## config.mk

```make
export PLATFORM = sky130hd
export DESIGN_NAME = i2c_bit_engine
export DESIGN_NICKNAME = d
export VERILOG_FILES = /design/src/rtl/i2c_eng_pkg.sv /design/src/rtl/i2c_qtick.sv /design/src/rtl/i2c_sync2.sv /design/src/rtl/i2c_bit_seq.sv /design/src/rtl/i2c_bit_engine.sv
export SDC_FILE = /design/constraint.sdc
export NUM_CORES = 1
export LEC_CHECK = 0
export ABC_AREA = 1
export BUFFER_PORTS_ARGS = -buffer_cell sky130_fd_sc_hd__buf_2
export CAP_MARGIN = 0
export CORE_ASPECT_RATIO = 1.25
export CORE_MARGIN = 3
export CORE_UTILIZATION = 55
export DETAILED_ROUTE_END_ITERATION = 8
export GPL_TIMING_DRIVEN = 0
export PLACE_DENSITY = 0.76
export REMOVE_ABC_BUFFERS = 1
export SYNTH_ARGS = -nofsm -noshare
export SYNTH_HDL_FRONTEND = slang
export SYNTH_SLANG_ARGS = --single-unit
```

## constraint.sdc

```tcl
create_clock -name clk -period 3.65 [get_ports clk]
set_input_delay 1.095 -clock clk [delete_from_list [all_inputs] [get_ports clk]]
set_output_delay 1.095 -clock clk [all_outputs]
set_load 0.05 [all_outputs]
```

## src/rtl/i2c_eng_pkg.sv

```systemverilog
package i2c_eng_pkg;

  // Command op codes (decoded by the sequencer)
  localparam logic [2:0] OP_START   = 3'd0;
  localparam logic [2:0] OP_STOP    = 3'd1;
  localparam logic [2:0] OP_WRITE   = 3'd2;
  localparam logic [2:0] OP_READ    = 3'd3;
  localparam logic [2:0] OP_RECOVER = 3'd4;

  typedef enum logic [2:0] {
    ST_IDLE,
    ST_START,
    ST_STOP,
    ST_SLOT,
    ST_NOP
  } seq_st_e;

  typedef enum logic [1:0] {
    SK_WRITE,
    SK_READ,
    SK_RECOVER
  } slot_kind_e;

endpackage

```

## src/rtl/i2c_qtick.sv

```systemverilog
module i2c_qtick #(
  parameter int DIV_W = 16
) (
  input  logic             clk,
  input  logic             rst_n,
  input  logic             start,
  input  logic             run,
  input  logic [DIV_W-1:0] reload,
  output logic             tick
);

  logic [DIV_W-1:0] rl_q;
  logic [DIV_W-1:0] cnt_q;

  always_ff @(posedge clk or negedge rst_n) begin
    if (!rst_n) begin
      rl_q  <= '0;
      cnt_q <= '0;
    end else if (start) begin
      rl_q  <= reload;
      cnt_q <= reload;
    end else if (run) begin
      if (cnt_q == '0) cnt_q <= rl_q;
      else             cnt_q <= cnt_q - 1'b1;
    end
  end

  assign tick = run && !start && (cnt_q == '0);

  // with a reload above zero, ticks never come back to back
  p_tick_gap_r3: assert property (@(posedge clk) disable iff (!rst_n)
    (tick && rl_q != '0) |=> !tick);

endmodule

```

## src/rtl/i2c_sync2.sv

```systemverilog
module i2c_sync2 #(
  parameter int W = 1
) (
  input  logic         clk,
  input  logic         rst_n,
  input  logic [W-1:0] d,
  output logic [W-1:0] q
);

  logic [W-1:0] meta_q;
  logic [W-1:0] sync_q;

  // lines idle high, so the stages reset to ones
  always_ff @(posedge clk or negedge rst_n) begin
    if (!rst_n) begin
      meta_q <= '1;
      sync_q <= '1;
    end else begin
      meta_q <= d;
      sync_q <= meta_q;
    end
  end

  assign q = sync_q;

endmodule

```

## src/rtl/i2c_bit_seq.sv

```systemverilog
module i2c_bit_seq
  import i2c_eng_pkg::*;
#(
  parameter int DATA_W       = 8,
  parameter int RECOV_PULSES = 9
) (
  input  logic              clk,
  input  logic              rst_n,
  input  logic              cmd_fire,
  input  logic [2:0]        cmd_op,
  input  logic [DATA_W-1:0] cmd_wdata,
  input  logic              cmd_ack,
  input  logic              tick,
  input  logic              sda_s,
  output logic              busy,
  output logic              scl_rel,
  output logic              sda_rel,
  output logic              rsp_valid,
  output logic [DATA_W-1:0] rsp_rdata,
  output logic              rsp_nack
);

  localparam int SLOTS     = DATA_W + 1;
  localparam int MAX_SLOTS = (SLOTS > RECOV_PULSES) ? SLOTS : RECOV_PULSES;
  localparam int CNT_W     = $clog2(MAX_SLOTS);
  localparam logic [CNT_W-1:0] LAST_BYTE = CNT_W'(SLOTS - 1);
  localparam logic [CNT_W-1:0] LAST_REC  = CNT_W'(RECOV_PULSES - 1);

  seq_st_e           st;
  slot_kind_e        kind;
  logic [1:0]        q;
  logic [CNT_W-1:0]  slot;
  logic [DATA_W-1:0] tx;
  logic [DATA_W-1:0] rx;
  logic              ack_q;

  logic              bit_val;
  logic [SLOTS-1:0]  rx_nxt;
  logic [CNT_W-1:0]  last_slot;
  logic              data_slot;

  assign data_slot = int'(slot) < DATA_W;
  assign rx_nxt    = {rx, sda_s};
  assign last_slot = (kind == SK_RECOVER) ? LAST_REC : LAST_BYTE;

  // level the master puts on SDA during the current slot (1 = released)
  always_comb begin
    case (kind)
      SK_WRITE: bit_val = data_slot ? tx[DATA_W-1] : 1'b1;
      SK_READ:  bit_val = data_slot ? 1'b1 : ack_q;
      default:  bit_val = 1'b1;
    endcase
  end

  always_ff @(posedge clk or negedge rst_n) begin
    if (!rst_n) begin
      st        <= ST_IDLE;
      kind      <= SK_WRITE;
      q         <= '0;
      slot      <= '0;
      tx        <= '0;
      rx        <= '0;
      ack_q     <= 1'b1;
      busy      <= 1'b0;
      scl_rel   <= 1'b1;
      sda_rel   <= 1'b1;
      rsp_valid <= 1'b0;
      rsp_rdata <= '0;
      rsp_nack  <= 1'b0;
    end else begin
      rsp_valid <= 1'b0;
      case (st)
        ST_IDLE: begin
          if (cmd_fire) begin
            busy <= 1'b1;
            q    <= '0;
            slot <= '0;
            case (cmd_op)
              OP_START: begin
                sda_rel <= 1'b1;
                st      <= ST_START;
              end
              OP_STOP: begin
                scl_rel <= 1'b0;
                st      <= ST_STOP;
              end
              OP_WRITE: begin
                scl_rel <= 1'b0;
                tx      <= cmd_wdata;
                kind    <= SK_WRITE;
                st      <= ST_SLOT;
              end
              OP_READ: begin
                scl_rel <= 1'b0;
                ack_q   <= cmd_ack;
                kind    <= SK_READ;
                st      <= ST_SLOT;
              end
              OP_RECOVER: begin
                scl_rel <= 1'b0;
                sda_rel <= 1'b1;
                kind    <= SK_RECOVER;
                st      <= ST_SLOT;
              end
              default: st <= ST_NOP;
            endcase
          end
        end

        ST_START: begin
          if (tick) begin
            q <= q + 1'b1;
            case (q)
              2'd0: scl_rel <= 1'b1;
              2'd1: sda_rel <= 1'b0;
              default: begin
                st        <= ST_IDLE;
                busy      <= 1'b0;
                rsp_valid <= 1'b1;
              end
            endcase
          end
        end

        ST_STOP: begin
          if (tick) begin
            q <= q + 1'b1;
            case (q)
              2'd0: sda_rel <= 1'b0;
              2'd1: scl_rel <= 1'b1;
              2'd2: sda_rel <= 1'b1;
              default: begin
                st        <= ST_IDLE;
                busy      <= 1'b0;
                rsp_valid <= 1'b1;
              end
            endcase
          end
        end

        ST_SLOT: begin
          if (tick) begin
            q <= q + 1'b1;
            case (q)
              2'd0: sda_rel <= bit_val;
              2'd1: scl_rel <= 1'b1;
              2'd2: ;
              default: begin
                rx      <= rx_nxt[DATA_W-1:0];
                scl_rel <= 1'b0;
                if (kind == SK_WRITE) tx <= tx << 1;
                if (slot == last_slot) begin
                  if (kind == SK_RECOVER) begin
                    st <= ST_STOP;
                  end else begin
                    st        <= ST_IDLE;
                    busy      <= 1'b0;
                    rsp_valid <= 1'b1;
                    rsp_rdata <= rx_nxt[SLOTS-1:1];
                    rsp_nack  <= rx_nxt[0];
                  end
                end else begin
                  slot <= slot + 1'b1;
                end
              end
            endcase
          end
        end

        ST_NOP: begin
          if (tick) begin
            st        <= ST_IDLE;
            busy      <= 1'b0;
            rsp_valid <= 1'b1;
          end
        end

        default: st <= ST_IDLE;
      endcase
    end
  end

  // inside a bit slot SDA holds still while SCL stays released
  p_sda_steady_r6: assert property (@(posedge clk) disable iff (!rst_n)
    (st == ST_SLOT && $past(st) == ST_SLOT && scl_rel && $past(scl_rel))
      |-> $stable(sda_rel));

  // sampling happens only while SCL is released
  p_sample_high_r7: assert property (@(posedge clk) disable iff (!rst_n)
    (st == ST_SLOT && tick && q == 2'd3) |-> scl_rel);

  // SDA is pulled low while SCL is already released
  p_start_cond_r4: assert property (@(posedge clk) disable iff (!rst_n)
    (st == ST_START && tick && q == 2'd1) |-> scl_rel);

  // the last STOP step leaves both lines released and reports done
  p_stop_release_r5: assert property (@(posedge clk) disable iff (!rst_n)
    (st == ST_STOP && tick && q == 2'd3) |=> (scl_rel && sda_rel && rsp_valid));

endmodule

```

## src/rtl/i2c_bit_engine.sv

```systemverilog
module i2c_bit_engine #(
  parameter int DIV_W        = 16,
  parameter int DATA_W       = 8,
  parameter int RECOV_PULSES = 9
) (
  input  logic              clk,
  input  logic              rst_n,
  input  logic [DIV_W-1:0]  div_reload,
  input  logic              cmd_valid,
  output logic              cmd_ready,
  input  logic [2:0]        cmd_op,
  input  logic [DATA_W-1:0] cmd_wdata,
  input  logic              cmd_ack,
  output logic              rsp_valid,
  output logic [DATA_W-1:0] rsp_rdata,
  output logic              rsp_nack,
  output logic              busy,
  input  logic              sda_i,
  output logic              scl_oe,
  output logic              sda_oe
);

  logic fire;
  logic tick;
  logic sda_s;
  logic scl_rel;
  logic sda_rel;

  assign cmd_ready = !busy;
  assign fire      = cmd_valid && cmd_ready;

  i2c_qtick #(.DIV_W(DIV_W)) u_tick (
    .clk    (clk),
    .rst_n  (rst_n),
    .start  (fire),
    .run    (busy),
    .reload (div_reload),
    .tick   (tick)
  );

  i2c_sync2 #(.W(1)) u_sync (
    .clk   (clk),
    .rst_n (rst_n),
    .d     (sda_i),
    .q     (sda_s)
  );

  i2c_bit_seq #(.DATA_W(DATA_W), .RECOV_PULSES(RECOV_PULSES)) u_seq (
    .clk       (clk),
    .rst_n     (rst_n),
    .cmd_fire  (fire),
    .cmd_op    (cmd_op),
    .cmd_wdata (cmd_wdata),
    .cmd_ack   (cmd_ack),
    .tick      (tick),
    .sda_s     (sda_s),
    .busy      (busy),
    .scl_rel   (scl_rel),
    .sda_rel   (sda_rel),
    .rsp_valid (rsp_valid),
    .rsp_rdata (rsp_rdata),
    .rsp_nack  (rsp_nack)
  );

  assign scl_oe = !scl_rel;
  assign sda_oe = !sda_rel;

  // an accepted command makes the engine busy on the next cycle
  p_fire_busy_r2: assert property (@(posedge clk) disable iff (!rst_n)
    (cmd_valid && cmd_ready) |=> busy);

  // a done pulse only ever closes a busy period
  p_done_after_busy_r3: assert property (@(posedge clk) disable iff (!rst_n)
    rsp_valid |-> $past(busy));

  // done lasts one cycle
  p_done_single_r3: assert property (@(posedge clk) disable iff (!rst_n)
    rsp_valid |=> !rsp_valid);

endmodule

```

==> results of run 1 <==
[metrics by stage]
stage	power, mW	instances	worst slack (ns)	area (um^2)	utilization, %
4_1_cts	3.49	661	0.860	4700	65.8
2_1_floorplan	2.40	509	1.19	4100	-
3_3_place_gp	2.69	644	0.999	4440	62.1
3_5_place_dp	2.74	645	0.936	4470	62.6
5_1_grt	3.77	661	0.770	4700	65.8
6_report	3.48	661	0.840	4700	65.8
[kinds of logic (layout without fill, tap and decap cells)]
family | count (synthesis) | in the layout | synth area share, %
DFF | 75 | 75 | 45.1
and+or+nand+nor | 246 | 246 | 27.0
buffers and inverters | 80 | 131 | 8.03
AOI/OAI and AO/OA | 97 | 97 | 14.3
xor gates and xnor gates | 7 | 7 | 1.47
adders and majority gates | 8 | 8 | 2.40
muxes | 7 | 7 | 1.68
[area by class of cell]
type	instances	area, um^2
clock buffer	9	124
clock inverter	7	106
fill	616	2450
inverter	69	264
multi-input combinational	365	1960
sequential	75	1880
tap	90	113
timing repair buffer	46	255
[report_power, final]
group | internal (mW) | total [mW] | switching (mW) | leakage [nW]
Combinational | 0.478 | 1.39 | 0.910 | 1.28
Sequential | 1.11 | 1.35 | 0.242 | 0.959
Clock | 0.398 | 0.737 | 0.339 | 0.117
Total | 1.98 | 3.48 | 1.49 | 2.36
[Yosys cell counts]
cell       number
nand2_1       144
dfrtp_1        70
inv_1          64
nor2_1         39
o21ai_0        38
nand3_1        34
o21ai_2        17
o21ai_1        12
a21oi_1        11
nand2_2         9
ha_1            8
o21bai_1        8
mux2i_1         7
o211ai_1        7
dfstp_2         5
nor2_4          5
xor2_1          5
clkbuf_1        4
nor2_2          4
buf_2           3
buf_6           3
inv_2           3
nand3_4         2
nand4_1         2
nand4_4         2
nor3_1          2
or2_2           2
xnor2_1         2
buf_4           1
clkinv_1        1
inv_6           1
nor2_8          1
o2111ai_1       1
o21a_1          1
o22ai_1         1
o31ai_1         1
[metal layers]
metal | up-vias | wire length, um | track usage (%)
met2 | 95 | 4510 | 37.8
met5 | - | 0 | 0
met3 | 14 | 414 | 5.23
met4 | 0 | 140 | 9.65
met1 | 1592 | 3680 | 25.4
li1 | 1754 | - | -
[sequential cells by signal (all words and copies together), names as in the netlist, 3 cells and up]
register and flops:
u_seq.st 3, u_tick.cnt_q 16, u_seq.slot 4, u_seq.rsp_rdata 8
u_seq.rx 8, u_seq.tx 8, u_tick.rl_q 16
[worst paths after layout]
| check | startpoint | end | slack (ns) | cells past startpoint |
|---|---|---|---|---|
| max | u_seq.busy | cmd_ready | 0.84 | 2 |
| min | u_sync.meta_q | u_sync.q | 0.36 | 0 |
| max reg2reg | u_seq.busy | u_seq.q[0] | 1.41 | 7 |
| min reg2reg | u_sync.meta_q | u_sync.q | 0.36 | 0 |
| max in group asynchronous | rst_n | u_sync.q | 2.41 | 2 |
| min in group asynchronous | rst_n | u_tick.rl_q[7] | 0.62 | 1 |
==> reports/results.txt, run 1 <==
routed wire length per instance: 13.2 um
RSZ-0062 raised after global routing: false
status: finished, final reports clean
min-delay worst type: reg2reg
synthesis-stage register bit count: 75
WS Path Type: reg2out
number of routed nets with antenna violations: 0
fin nets: 606
Root Driver: clkbuf_8
Total Routing Usage GR: 21.6%
most used cells in the layout excluding fill and tap cells: 144 x nand2_1, 70 x dfrtp_1, 64 x inv_1, 44 x buf_2, 39 x nor2_1
routed wire length: 8.75 mm
arrival time of the worst setup path: 1.71 ns
initial core utilization: 58.4%
Slew Viols, Final: 0
standard cell core area: 7150 um^2
global-route congestion overflow total: 0
CTS Buffer Depth: 2
Layout area overhead: 12.6%
Die Height: 103 um
sequential-to-total area share from yosys stat: 45.1%
worst-path fanout max: 18
cell type with the largest total area after synthesis: dfrtp_1
antenna violations before repair: 0
post-synthesis cell type count: 36
top cells by area in the synthesized netlist: dfrtp_1 42%, nand2_1 13%, inv_1 5.8%
clock latency at the later pin of the worst-skew pair: 0.35 ns
# Max-Cap Violations: 0
buffer and inverter count on the worst path: 2
setup TNS: 0 ns
Rows: 34
Setup violations, final: 0
maximum cell stage delay along the critical path: 0.83 ns
vias in the first global route: 3321
final weighted congestion in routability-driven placement: 0.879
IO Pins: 46
power density over the cells: 739 nW/um^2
H-tree depth reported by CTS: 3
wire length of the first global-routing pass: 15.1 mm
cell at the slowest stage of the critical path: dfrtp_1
largest net degree at the start of global routing: 57
number of cells upsized or downsized after cts: 0
clock-pin slew reported for the worst setup and hold paths after clock tree synthesis: 0.08 ns
transition time of the tightest slew-check pin: 0.746 ns
count of buffers from port buffering: 45
crit start category: register
Chip Width: 83.9 um
initial DRC count: 155
worst path cell trace: inv_1 -> buf_2
CP Capture Type: primary output
synthesized instance count: 520
average cell area after synthesis: 8.03 um^2
area share of the largest cell type after synthesis: 42.0%
data required time at the worst endpoint: 2.55 ns
hold buffer count at CTS: 0
share of post-route cells with drive strength above 1: 19.8%
TritonCTS Buffers: 9
final period utilization: 77.0%
hold violation count in the final report: 0
overall via count from detail_route: 3455
maximum VDD drop: 0.402 mV
Die Outline Area: 8680 um^2
via-per-instance ratio: 5.23
Max Freq: 356 MHz
Worst slew margin: 50.2%
YS warnings: 0
critical path's top delay family: flip-flops
standby leakage power: 2.36 nW
Post-Synthesis Cell Area: 4170 um^2
sinks on the clock net: 75
DRC viols: 0
detailed-placement wirelength estimate: 6.23 mm
largest clock skew in the final design: 0.0126 ns
CTS tree: yes
post-route worst hold slack: 0.359 ns
Post-CTS Setup Bufs: 0
antenna cell count: 0
first-pass iteration count of the detailed router: 6
Final Critical Period: 2.81 ns
most common library cell in the layout ignoring fill and taps: nand2_1
No activity file was read; power rests on OpenSTA's default activity.
==> run 2: changes to the inputs <==
CORE_UTILIZATION = 53   (was 55)
clock period = 2.3 ns   (was 3.65 ns; I/O delays follow)
==> run 2 against run 1 <==
  * Flip-flop and latch count did not move
  * Power rose by 57%
  * Sequential power rose by 59%
  * Non-clock buffer count rose by 2
  * Utilization fell by 3.3 points
  * Critical path depth did not move
  * Via count rose by 2.3%
  * Wire length rose by 2.2%
  * Cell count rose by 0.61%
  * Worst hold slack got worse by 0.12 ns
  * Critical path type unchanged
  * Combinational power rose by 60%
  * Global-route usage fell by 0.28 points
==> reports/results.txt, run 2 (synthesized netlist as in run 1, its figures left out) <==
sinks on the clock net: 75
IO Pins: 46
R2R Setup Slk: 0.36 ns
CP Capture Type: primary output
data required time at the worst endpoint: 1.61 ns
count of buffers from port buffering: 45
# Max-Cap Violations: 0
proportion of power drawn by the clock network: 20.2%
Root Driver: clkbuf_8
min-delay worst type: in2async
Setup violations, final: 0
Die Outline Area: 8980 um^2
standby leakage power: 2.36 nW
Total Routing Usage GR: 21.3%
DRC viols: 0
detailed-placement wirelength estimate: 6.37 mm
switching share of total power: 44.0%
Layout Cells excl Fill: 665
buffer and inverter count on the worst path: 2
vias in the first global route: 3545
critical path's top delay family: flip-flops
initial core utilization: 55.4%
worst-path fanout max: 18
cell at the slowest stage of the critical path: dfrtp_2
share of post-route cells with drive strength above 1: 20.2%
Flop pwr share: 39.2%
arrival time of the worst setup path: 1.43 ns
Max Freq: 471 MHz
H-tree depth reported by CTS: 3
largest net degree at the start of global routing: 51
cell total after placement: 647
crit start category: register
internal power component: 3.06 mW
worst path cell trace: inv_1 -> buf_2
switching component of the power: 2.40 mW
initial DRC count: 154
antenna violations before repair: 0
antenna cell count: 0
clock latency at the later pin of the worst-skew pair: 0.35 ns
maximum VDD drop: 0.650 mV
TritonCTS Buffers: 9
r2r startpoint: u_tick.cnt_q[0]
most used cells in the layout excluding fill and tap cells: 144 x nand2_1, 69 x dfrtp_1, 64 x inv_1, 44 x buf_2, 39 x nor2_1
Combinational Power Share: 40.6%
largest clock skew in the final design: 0.0109 ns
Rows: 35
status: finished, final reports clean
Layout area overhead: 12.8%
CTS tree: yes
final weighted congestion in routability-driven placement: 0.944
hold violation count in the final report: 0
largest registers: u_tick.cnt_q (16), u_tick.rl_q (16)
Final Critical Period: 2.12 ns
first-pass iteration count of the detailed router: 7
worst setup path start: u_seq.busy
Slew Viols, Final: 0
maximum cell stage delay along the critical path: 0.57 ns
power density over the cells: 1160 nW/um^2
Chip Width: 85.4 um
post-route worst hold slack: 0.241 ns
wire length of the first global-routing pass: 15.6 mm
clock-pin slew reported for the worst setup and hold paths after clock tree synthesis: 0.09 ns
Critical R2R Capture: u_seq.rsp_rdata[3]
final period utilization: 92.3%
number of routed nets with antenna violations: 0
RSZ-0062 raised after global routing: false
CTS Buffer Depth: 2
standard cell core area: 7530 um^2
most common library cell in the layout ignoring fill and taps: nand2_1
transition time of the tightest slew-check pin: 0.442 ns
routed wire length: 8.94 mm
number of cell instances on the worst register-to-register path: 11
WS Path Type: reg2out
fin nets: 608
via-per-instance ratio: 5.31
Die Height: 105 um
Worst slew margin: 70.4%
global-route congestion overflow total: 0
routed wire length per instance: 13.4 um
overall via count from detail_route: 3534
setup TNS: 0 ns
run 2: cell count changes in the layout (fill, tap and decap cells not counted), sizes merged:
cell and change:
buf +2, clkinv +2, bufinv -1, inv -1
run 2: worst reg2reg max path: stages (launching register included):
cell,delay (ns)
dfrtp_1,0.39
inv_1,0.12
ha_1,0.19
inv_1,0.04
nor2_1,0.08
nand2_1,0.09
nor2_4,0.14
nand3_4,0.14
inv_6,0.12
nand4_4,0.27
nand2_1,0.18
o21ai_2,0.07
run 2: stage by stage:
stage,area [um^2],worst slack [ns],util [%],total power [mW]
after floorplan,4100,0.246,-,3.81
after global placement,4440,0.0431,59.0,4.26
after detailed placement,4470,0.00921,59.4,4.35
after CTS,4690,0.167,62.3,5.47
after global routing,4710,0.0838,62.5,5.93
final,4710,0.176,62.5,5.46
run 2: layout make-up:
class	instances	area, um^2
sequential	75	1880
fill	683	2820
clock buffer	9	124
inverter	69	264
clock inverter	7	95.1
timing repair buffer	48	270
tap	92	115
multi-input combinational	365	1960
run 2: routing by layer:
| layer | share of wire, % | GRT usage (%) | vias to the layer above |
|---|---|---|---|
| met1 | 42 | 24.6 | 1655 |
| met3 | 4.9 | 3.99 | 22 |
| li1 | - | - | 1755 |
| met4 | 2.2 | 9.84 | 0 |
| met2 | 51 | 37.5 | 102 |
| met5 | 0 | 0 | - |
run 2: timing repair:
action,CTS,global route
endpoints found under the setup margin,1,2
resized for setup,1,0
hold endpoints to repair,0,0
hold buffers,0,0
pin swaps,0,1
buffers inserted,0,2
run 2: how the worst max path moves through the flow:
stage	to	slack [ns]	cells past startpoint
finish	cmd_ready	0.18	2
global placement	u_seq.q[1]	0.04	9
floorplan	cmd_ready	0.25	1
global route	cmd_ready	0.08	2
CTS	cmd_ready	0.17	2
detailed placement	u_seq.q[0]	0.009	9
run 2: power groups by stage:
| stage | registers [mW] | clock network, mW | logic (mW) |
|---|---|---|---|
| floorplan | 2.08 | 0 | 1.72 |
| global placement | 2.14 | 0 | 2.12 |
| detailed placement | 2.15 | 0 | 2.20 |
| CTS | 2.13 | 1.13 | 2.21 |
| global route | 2.20 | 1.18 | 2.55 |
| finish | 2.14 | 1.11 | 2.22 |
